## config.mk

```make
export PLATFORM = sky130hd
export DESIGN_NAME = cop0_trap_unit
export DESIGN_NICKNAME = d
export VERILOG_FILES = /design/src/rtl/cop0_pkg.sv /design/src/rtl/cop0_irq_qual.sv /design/src/rtl/cop0_entry_arb.sv /design/src/rtl/cop0_regfile.sv /design/src/rtl/cop0_trap_unit.sv
export SDC_FILE = /design/constraint.sdc
export NUM_CORES = 1
export LEC_CHECK = 0
export BUFFER_PORTS_ARGS = -buffer_cell sky130_fd_sc_hd__buf_2
export CAP_MARGIN = 20
export CORE_UTILIZATION = 45
export DETAILED_ROUTE_END_ITERATION = 10
export PLACE_DENSITY_LB_ADDON = 0.05
export SYNTH_ARGS = -nofsm -noshare
export SYNTH_HDL_FRONTEND = slang
export SYNTH_SLANG_ARGS = --single-unit
export TNS_END_PERCENT = 100
```

## constraint.sdc

```tcl
create_clock -name clk -period 3.2 [get_ports clk]
set_clock_uncertainty 0.15 [all_clocks]
set_input_delay 0.32 -clock clk [delete_from_list [all_inputs] [get_ports clk]]
set_output_delay 0.32 -clock clk [all_outputs]
set_load 0.02 [all_outputs]
```

## src/rtl/cop0_pkg.sv

```systemverilog
package cop0_pkg;

    localparam int XLEN = 32;
    localparam int CODE_W = 5;
    localparam int BDT_W = 2;

    localparam logic [XLEN-1:0] BOOT_PC    = 32'hBFC0_0000;
    localparam logic [XLEN-1:0] BOOT_SR    = 32'h1060_0000;
    localparam logic [XLEN-1:0] IDENT_WORD = 32'h0000_0002;
    localparam logic [XLEN-1:0] VEC_ROM    = 32'hBFC0_0180;
    localparam logic [XLEN-1:0] VEC_RAM    = 32'h8000_0080;

    localparam int SR_VEC_BIT   = 22;
    localparam int SR_IE_BIT    = 0;
    localparam int SR_HWIM_BIT  = 10;
    localparam int CA_HWIP_BIT  = 10;
    localparam int CA_CODE_LO   = 2;
    localparam int CA_BDT_LO    = 30;

    typedef enum logic [1:0] {
        SEL_STATUS = 2'd0,
        SEL_CAUSE  = 2'd1,
        SEL_RETPC  = 2'd2,
        SEL_IDENT  = 2'd3
    } creg_sel_e;

    typedef struct packed {
        logic              fire;
        logic              is_irq;
        logic [BDT_W-1:0]  bdt;
        logic [CODE_W-1:0] code;
    } entry_t;

    typedef struct packed {
        logic pop;
        logic sr_wr;
        logic cause_wr;
    } side_t;

    // Push the two-deep mode stack: low nibble moves up two places.
    function automatic logic [XLEN-1:0] sr_push(input logic [XLEN-1:0] sr);
        logic [XLEN-1:0] r;
        r      = sr;
        r[5:0] = {sr[3:0], 2'b00};
        return r;
    endfunction

    // Pop the stack: bits 5:2 move down, bits 5:4 stay.
    function automatic logic [XLEN-1:0] sr_pop(input logic [XLEN-1:0] sr);
        logic [XLEN-1:0] r;
        r      = sr;
        r[3:0] = sr[5:2];
        return r;
    endfunction

    function automatic logic [XLEN-1:0] cause_enter(
        input logic [XLEN-1:0]   old,
        input logic [BDT_W-1:0]  bdt,
        input logic [CODE_W-1:0] code
    );
        logic [XLEN-1:0] r;
        r = '0;
        r[CA_BDT_LO +: BDT_W]   = bdt;
        r[9:8]                  = old[9:8];
        r[CA_CODE_LO +: CODE_W] = code;
        return r;
    endfunction

    function automatic logic [XLEN-1:0] retpc_enter(
        input logic [XLEN-1:0]  pc,
        input logic [BDT_W-1:0] bdt
    );
        return (bdt != '0) ? (pc - 32'd4) : pc;
    endfunction

    function automatic logic [XLEN-1:0] vector_of(input logic [XLEN-1:0] sr);
        return sr[SR_VEC_BIT] ? VEC_ROM : VEC_RAM;
    endfunction

endpackage

```

## src/rtl/cop0_irq_qual.sv

```systemverilog
module cop0_irq_qual
    import cop0_pkg::*;
#(
    parameter int NUM_IRQ = 11
) (
    input  logic [NUM_IRQ-1:0] irq_status,
    input  logic [NUM_IRQ-1:0] irq_mask,
    input  logic               sr_ie,
    input  logic               sr_hwim,
    output logic               pending,
    output logic               take
);
    logic [NUM_IRQ-1:0] hit;

    for (genvar i = 0; i < NUM_IRQ; i++) begin : g_src
        assign hit[i] = irq_status[i] & irq_mask[i];
    end

    assign pending = |hit;
    assign take    = pending & sr_ie & sr_hwim;

endmodule

```

## src/rtl/cop0_entry_arb.sv

```systemverilog
module cop0_entry_arb
    import cop0_pkg::*;
(
    input  logic              rst,
    input  logic              fault_req,
    input  logic [CODE_W-1:0] fault_code,
    input  logic [BDT_W-1:0]  fault_bdt,
    input  logic              irq_take,
    input  logic              ret_strobe,
    input  logic              sw_we,
    input  logic [1:0]        sw_sel,
    output entry_t            entry,
    output side_t             side
);
    logic fault_go;
    logic irq_go;

    always_comb begin
        fault_go = fault_req & ~rst;
        irq_go   = irq_take & ~rst;

        entry.fire   = fault_go | irq_go;
        entry.is_irq = irq_go & ~fault_go;
        entry.bdt    = fault_go ? fault_bdt : '0;
        entry.code   = fault_go ? fault_code : '0;

        side.pop      = ret_strobe & ~entry.fire & ~rst;
        side.sr_wr    = sw_we & (creg_sel_e'(sw_sel) == SEL_STATUS)
                        & ~entry.fire & ~side.pop & ~rst;
        side.cause_wr = sw_we & (creg_sel_e'(sw_sel) == SEL_CAUSE)
                        & ~entry.fire & ~rst;
    end

endmodule

```

## src/rtl/cop0_regfile.sv

```systemverilog
module cop0_regfile
    import cop0_pkg::*;
(
    input  logic            clk,
    input  logic            rst,
    input  entry_t          entry,
    input  side_t           side,
    input  logic            pending,
    input  logic [XLEN-1:0] sw_wdata,
    input  logic            pc_load,
    input  logic [XLEN-1:0] pc_next,
    output logic [XLEN-1:0] sr_q,
    output logic [XLEN-1:0] cause_q,
    output logic [XLEN-1:0] retpc_q,
    output logic [XLEN-1:0] pc_q
);
    logic [XLEN-1:0] sr_d, cause_d, retpc_d, pc_d;

    always_comb begin
        sr_d = sr_q;
        if (entry.fire)
            sr_d = sr_push(sr_q);
        else if (side.pop)
            sr_d = sr_pop(sr_q);
        else if (side.sr_wr)
            sr_d = sw_wdata;
    end

    always_comb begin
        cause_d = cause_q;
        if (entry.fire)
            cause_d = cause_enter(cause_q, entry.bdt, entry.code);
        else if (side.cause_wr)
            cause_d[9:8] = sw_wdata[9:8];
        cause_d[CA_HWIP_BIT] = pending;
    end

    always_comb begin
        retpc_d = entry.fire ? retpc_enter(pc_q, entry.bdt) : retpc_q;
    end

    always_comb begin
        pc_d = pc_q;
        if (entry.fire)
            pc_d = vector_of(sr_q);
        else if (pc_load)
            pc_d = pc_next;
    end

    always_ff @(posedge clk) begin
        if (rst) begin
            sr_q    <= BOOT_SR;
            cause_q <= '0;
            retpc_q <= '0;
            pc_q    <= BOOT_PC;
        end else begin
            sr_q    <= sr_d;
            cause_q <= cause_d;
            retpc_q <= retpc_d;
            pc_q    <= pc_d;
        end
    end

endmodule

```

## src/rtl/cop0_trap_unit.sv

```systemverilog
module cop0_trap_unit
    import cop0_pkg::*;
#(
    parameter int NUM_IRQ = 11
) (
    input  logic               clk,
    input  logic               rst,
    input  logic               fault_req,
    input  logic [4:0]         fault_code,
    input  logic [1:0]         fault_bdt,
    input  logic               ret_strobe,
    input  logic               pc_load,
    input  logic [31:0]        pc_next,
    input  logic [NUM_IRQ-1:0] irq_status,
    input  logic [NUM_IRQ-1:0] irq_mask,
    input  logic               sw_we,
    input  logic [1:0]         sw_sel,
    input  logic [31:0]        sw_wdata,
    input  logic [1:0]         rd_sel,
    output logic [31:0]        rd_data,
    output logic [31:0]        pc_out,
    output logic               trap_fire,
    output logic               trap_irq
);
    logic [XLEN-1:0] sr_q, cause_q, retpc_q, pc_q;
    logic            pending, irq_take;
    entry_t          entry;
    side_t           side;

    cop0_irq_qual #(.NUM_IRQ(NUM_IRQ)) u_qual (
        .irq_status (irq_status),
        .irq_mask   (irq_mask),
        .sr_ie      (sr_q[SR_IE_BIT]),
        .sr_hwim    (sr_q[SR_HWIM_BIT]),
        .pending    (pending),
        .take       (irq_take)
    );

    cop0_entry_arb u_arb (
        .rst        (rst),
        .fault_req  (fault_req),
        .fault_code (fault_code),
        .fault_bdt  (fault_bdt),
        .irq_take   (irq_take),
        .ret_strobe (ret_strobe),
        .sw_we      (sw_we),
        .sw_sel     (sw_sel),
        .entry      (entry),
        .side       (side)
    );

    cop0_regfile u_regs (
        .clk      (clk),
        .rst      (rst),
        .entry    (entry),
        .side     (side),
        .pending  (pending),
        .sw_wdata (sw_wdata),
        .pc_load  (pc_load),
        .pc_next  (pc_next),
        .sr_q     (sr_q),
        .cause_q  (cause_q),
        .retpc_q  (retpc_q),
        .pc_q     (pc_q)
    );

    always_comb begin
        unique case (creg_sel_e'(rd_sel))
            SEL_STATUS: rd_data = sr_q;
            SEL_CAUSE:  rd_data = cause_q;
            SEL_RETPC:  rd_data = retpc_q;
            default:    rd_data = IDENT_WORD;
        endcase
    end

    assign pc_out    = pc_q;
    assign trap_fire = entry.fire;
    assign trap_irq  = entry.is_irq;

endmodule

```

==> results of run 1 <==
-- power by group --
part           switching, mW  internal (mW)  total, mW  leakage (nW)
Sequential            0.0556           1.38       1.43         0.868
Clock                  0.507          0.575       1.08         0.146
Combinational          0.265          0.203      0.468          1.80
Total                  0.827           2.16       2.98          2.81
-- layout make-up --
cell class                 instances  area [sq um]
inverter                           5          18.8
clock buffer                      11           253
multi-input combinational        451          3030
timing repair buffer             180           931
sequential                       106          2120
clock inverter                     5          36.3
fill                            1088          4900
tap                              143           179
-- critical path, stage by stage, from the launching register on --
cell	delay, ns
dfxtp_1	0.37
or4_4	0.57
or3_4	0.41
or4_4	0.52
or3_1	0.31
a311oi_1	0.26
-- registers in the layout (all words and copies together) (netlist names) --
register        cells
u_regs.sr_q        32
u_regs.retpc_q     32
u_regs.pc_q        32
u_regs.cause_q     10
-- final timing paths --
path,slack [ns],cells after the start,start,end
min,0.04,2,fault_code[1],u_regs.cause_q[3]
min reg2reg,0.32,2,u_regs.sr_q[15],u_regs.sr_q[15]
max,0.51,5,u_regs.pc_q[18],u_regs.retpc_q[28]
max reg2reg,0.51,5,u_regs.pc_q[18],u_regs.retpc_q[28]
-- cells by family after synthesis --
logic type | after synthesis
flops | 106
simple gates | 243
mux | 84
fa+ha+maj | 1
xor+xnor | 24
buf+inv | 47
compound gates | 99
-- per-stage QoR --
stage	power [mW]	area (sq um)	worst slack, ns	hold slack, ns	util, %
final	2.98	6570	0.509	0.0426	57.3
after global routing	3.12	6570	0.431	0.0397	57.3
after CTS	3.01	6570	0.512	0.0306	57.3
after detailed placement	1.93	6280	0.536	0.306	54.7
after global placement	1.92	6280	0.567	0.307	54.7
after floorplan	1.75	5330	0.553	0.292	-
-- routing by layer --
| metal | up-vias | global-route usage (%) | part of all wire (%) |
|---|---|---|---|
| met2 | 158 | 36.4 | 44 |
| met5 | - | 0 | 0 |
| met4 | 0 | 5.96 | 1.1 |
| met1 | 2194 | 32.7 | 49 |
| li1 | 2435 | - | - |
| met3 | 13 | 5.58 | 6.5 |
-- synthesized netlist by cell type, drive strengths merged (8+ instances only) --
master / number / area share [%]
nand2: 21 / 1.5
clkbuf: 34 / 2.4
dfxtp: 106 / 40
nand2b: 53 / 6.2
o21bai: 9 / 1.3
nor2: 96 / 6.8
a21oi: 8 / 0.75
xnor2: 17 / 2.8
mux2i: 84 / 16
nor3: 16 / 1.5
a211oi: 36 / 5.1
nor4: 10 / 1.2
nor2b: 17 / 2.0
o21ai: 19 / 1.8
==> flow_metrics.env, run 1 <==
export IMPL_yosys_area_share_simple_pct=23.2
export IMPL_synth_adder_area_share_pct=0.235
export IMPL_cp_start_kind="register"
export IMPL_boundaryPins=169
export IMPL_crit_path_max_fanout=7
export IMPL_cts_root_buffer="clkbuf_16"
export IMPL_wirelength_um=14200
export IMPL_place_congestion=0.868
export IMPL_max_cap_violations=0
export IMPL_ys_warn_count=0
export IMPL_grt_first_pass_wirelength_um=23100
export IMPL_hold_viol_final=0
export IMPL_start_util_pct=46.5
export IMPL_h_tree_depth=3
export IMPL_synth_compound_area_share_pct=13.2
export IMPL_async_flop_share_pct=0
export IMPL_seq_area_frac_synth_pct=39.8
export IMPL_drc=0
export IMPL_slew_viol_final=0
export IMPL_core_rowCount=39
export IMPL_grt_pass1_vias=4539
export IMPL_die_area_sq_um=12300
export IMPL_synth_seq_cells=106
export IMPL_port_buffers=168
export IMPL_die_w_um=111
export IMPL_final_cell_mix="buf_2, dfxtp_1, nor2_1, mux2i_1, nand2b_1"
export IMPL_num_vias=4800
export IMPL_grt_max_degree=81
export IMPL_postSynthAreaPerCell_sq_um=8.83
export IMPL_drt_iter0_drc=249
export IMPL_slew_headroom_pct=37.5
export IMPL_cp_end_kind="register"
export IMPL_outcome="finished clean"
export IMPL_cp_data_arrival_time_ns=2.79
export IMPL_postCtsHoldBufs=0
export IMPL_rsz0062_at_grt="no"
export IMPL_vias_per_cell=5.33
export IMPL_cts_buffers=9
export IMPL_ctsResizeCount=0
export IMPL_holdCritPathClass="primary input to register"
export IMPL_worst_pin_slew_ns=0.938
export IMPL_ir_drop_mv=0.412
export IMPL_syn_num_nets=708
export IMPL_track_usage_pct=23.4
export IMPL_diodes=0
export IMPL_period_needed_ns=2.69
export IMPL_synth_xor_area_share_pct=3.94
export IMPL_ys_flop_type="dfxtp_1"
export IMPL_ys_types=49
export IMPL_p_per_area_nw_per_um2=454
export IMPL_antenna_found_initial=0
export IMPL_cts_tree="done"
export IMPL_clk_pin_slew_ns=0.07
export IMPL_cp_required_ns=3.30
export IMPL_wl_per_cell_um=15.8
export IMPL_cts_sinks=106
export IMPL_insertion_delay_ns=0.35
export IMPL_synth_area_sq_um=5330
export IMPL_layout_drive_gt1_share_pct=26.9
export IMPL_cts_setup_buffers=0
export IMPL_finalCritPeriodShare_pct=84.1
export IMPL_area_delta_synth_final_pct=23.1
export IMPL_drtAntennaViolNets=0
export IMPL_layout_nets=857
export IMPL_layout_cells_non_filler=901
export IMPL_final_common_cell="buf_2"
export IMPL_finalSetupViolCount=0
export IMPL_leakage_nw=2.81
export IMPL_synthMuxAreaShare_pct=15.8
export IMPL_fmax_ghz=0.372
export IMPL_placedCellCount=885
export IMPL_synth_edff_count=0
export IMPL_grt_overflow=0
export IMPL_fin_setup_tns_ns=0
export IMPL_clockBufferDepth=2
export IMPL_synth_top_family_by_area="simple AND/OR/NAND/NOR gates"
export IMPL_firstDrtPassIters=4
export IMPL_synth_cells=604
export IMPL_crit_type="register to register"
export IMPL_die_h_um=111
export IMPL_core_area_sq_um=11500
export IMPL_hpwl_um=10400
Note: power is estimated with default switching activity, not from simulation.
==> run 2, diff against run 1 <==
==> constraint.sdc (replaced) <==
create_clock -name clk -period 2.5 [get_ports clk]
set_clock_uncertainty 0.15 [all_clocks]
set_input_delay 0.25 -clock clk [delete_from_list [all_inputs] [get_ports clk]]
set_output_delay 0.25 -clock clk [all_outputs]
set_load 0.02 [all_outputs]
==> run 2 against run 1 <==
Design area increased by 5.9%. Maximum frequency increased by 11%. Critical path type unchanged. Combinational power increased by 43%. Global-route usage increased by 0.57 points. Via count increased by 2.8%. Worst setup slack got worse by 0.44 ns. First-iteration DRC count decreased by 5.2%. Utilization increased by 3.4 points. Clock power increased by 19%. Sequential power increased by 27%. Hold slack got worse by 0.041 ns. Count of clock-buffer cells in the layout increased by 1.
==> flow_metrics.env, run 2 (synthesis results as in run 1) <==
export IMPL_outcome="finished clean"
export IMPL_max_cap_violations=0
export IMPL_layout_nets=898
export IMPL_cp_end_kind="register"
export IMPL_core_rowCount=39
export IMPL_cp_data_arrival_time_ns=2.54
export IMPL_crit_path_top_delay_cell="or4_4"
export IMPL_diodes=0
export IMPL_crit_type="register to register"
export IMPL_place_congestion=0.869
export IMPL_cp_common_cell="or4_4"
export IMPL_vias_per_cell=5.24
export IMPL_layout_drive_gt1_share_pct=28.6
export IMPL_die_area_sq_um=12300
export IMPL_dp_slack_ns=0.0329
export IMPL_area_delta_synth_final_pct=30.4
export IMPL_multi_input_area_sq_um=3040
export IMPL_hpwl_um=10600
export IMPL_die_h_um=111
export IMPL_slew_headroom_pct=48.1
export IMPL_crit_chain="or4_4 -> or3_4 -> or4_4 -> or3_1 -> a311oi_2"
export IMPL_grt_first_pass_wirelength_um=24000
export IMPL_finalPower_mw=3.77
export IMPL_cp_required_ns=2.61
export IMPL_worst_pin_slew_ns=0.779
export IMPL_grt_overflow=0
export IMPL_grt_max_degree=93
export IMPL_period_needed_ns=2.43
export IMPL_antenna_found_initial=0
export IMPL_final_common_cell="buf_2"
export IMPL_crit_path_max_fanout=5
export IMPL_clk_pin_slew_ns=0.07
export IMPL_track_usage_pct=24.0
export IMPL_num_vias=4932
export IMPL_leakage_nw=3.00
export IMPL_drt_iter0_drc=236
export IMPL_rsz0062_at_grt="yes"
export IMPL_cp_start_kind="register"
export IMPL_drtAntennaViolNets=0
export IMPL_p_per_area_nw_per_um2=542
export IMPL_start_util_pct=46.5
export IMPL_port_buffers=168
export IMPL_wl_per_cell_um=15.4
export IMPL_h_tree_depth=3
export IMPL_drc=0
export IMPL_final_cell_mix="buf_2, dfxtp_1, nor2_1, mux2i_1, nand2b_1"
export IMPL_slowest_delay_ns=0.54
export IMPL_cts_tree="done"
export IMPL_fill_cells=1041
export IMPL_finalCritPeriodShare_pct=97.4
export IMPL_cts_buffers=9
export IMPL_boundaryPins=169
export IMPL_core_area_sq_um=11500
export IMPL_reg_largest_list="u_regs.pc_q: 32 flops, u_regs.retpc_q: 32 flops, u_regs.sr_q: 32 flops"
export IMPL_finalSetupViolCount=0
export IMPL_cts_sinks=106
export IMPL_ir_drop_mv=0.296
export IMPL_firstDrtPassIters=4
export IMPL_clockBufferDepth=2
export IMPL_fin_ws_ns=0.0659
export IMPL_wirelength_um=14500
export IMPL_grt_pass1_vias=4866
export IMPL_cts_setup_buffers=0
export IMPL_holdCritPathClass="primary input to register"
export IMPL_die_w_um=111
export IMPL_cts_root_buffer="clkbuf_16"
export IMPL_slew_viol_final=0
export IMPL_worst_hold_slack_ns=0.00123
export IMPL_fmax_ghz=0.411
export IMPL_insertion_delay_ns=0.34
export IMPL_hold_viol_final=0
export IMPL_seq_area_sq_um=2130
## run 2: final timing paths
kind                   startpoint                 end  slack (ns)  cells past startpoint
setup / recovery  u_regs.pc_q[18]  u_regs.retpc_q[30]        0.07                      5
hold reg to reg    u_regs.sr_q[7]      u_regs.sr_q[7]        0.32                      2
setup reg to reg  u_regs.pc_q[18]  u_regs.retpc_q[30]        0.07                      5
hold / removal        pc_next[20]     u_regs.pc_q[20]       0.001                      3
## run 2: per-stage QoR
stage / std cells / area [sq um] / TNS (ns) / util (%)
after floorplan: 604 / 5340 / 0 / -
final: 941 / 6960 / 0 / 60.7
after global placement: 908 / 6510 / 0 / 56.8
after CTS: 941 / 6940 / 0 / 60.5
after global routing: 941 / 6960 / -0.0515 / 60.7
after detailed placement: 908 / 6510 / 0 / 56.8
## run 2: final cells by class
class / instances / area share (%)
Timing Repair Buffer: 221 / 19.2
Inverter: 5 / 0.270
Clock buffer: 12 / 3.40
Tap cell: 143 / 2.57
Clock inverter: 3 / 0.252
Multi-Input combinational cell: 451 / 43.7
Sequential cell: 106 / 30.6
## run 2: metal layers
metal,routed length (um),vias up,track usage [%]
met5,0,-,0
met4,148,0,6.84
met3,533,10,3.06
met2,6510,129,39.4
met1,7260,2282,33.0
li1,-,2511,-
## run 2: timing repair
action                                  CTS  global route
gates resized for setup                   0             2
hold buffers                             18             0
endpoints found under the hold margin    18             0
endpoints found under the setup margin    0             3
## run 2: report_power, final
group          total, mW  internal, mW  switching [mW]
Combinational      0.669         0.309           0.360
Clock               1.28         0.669           0.611
Sequential          1.82          1.76          0.0604
## run 2: critical path, delay by kind of cell (launching register included)
family,cells,cell delay [ns]
AOI/OAI and AO/OA,1,0.19
DFF,1,0.34
and+or+nand+nor,4,1.66
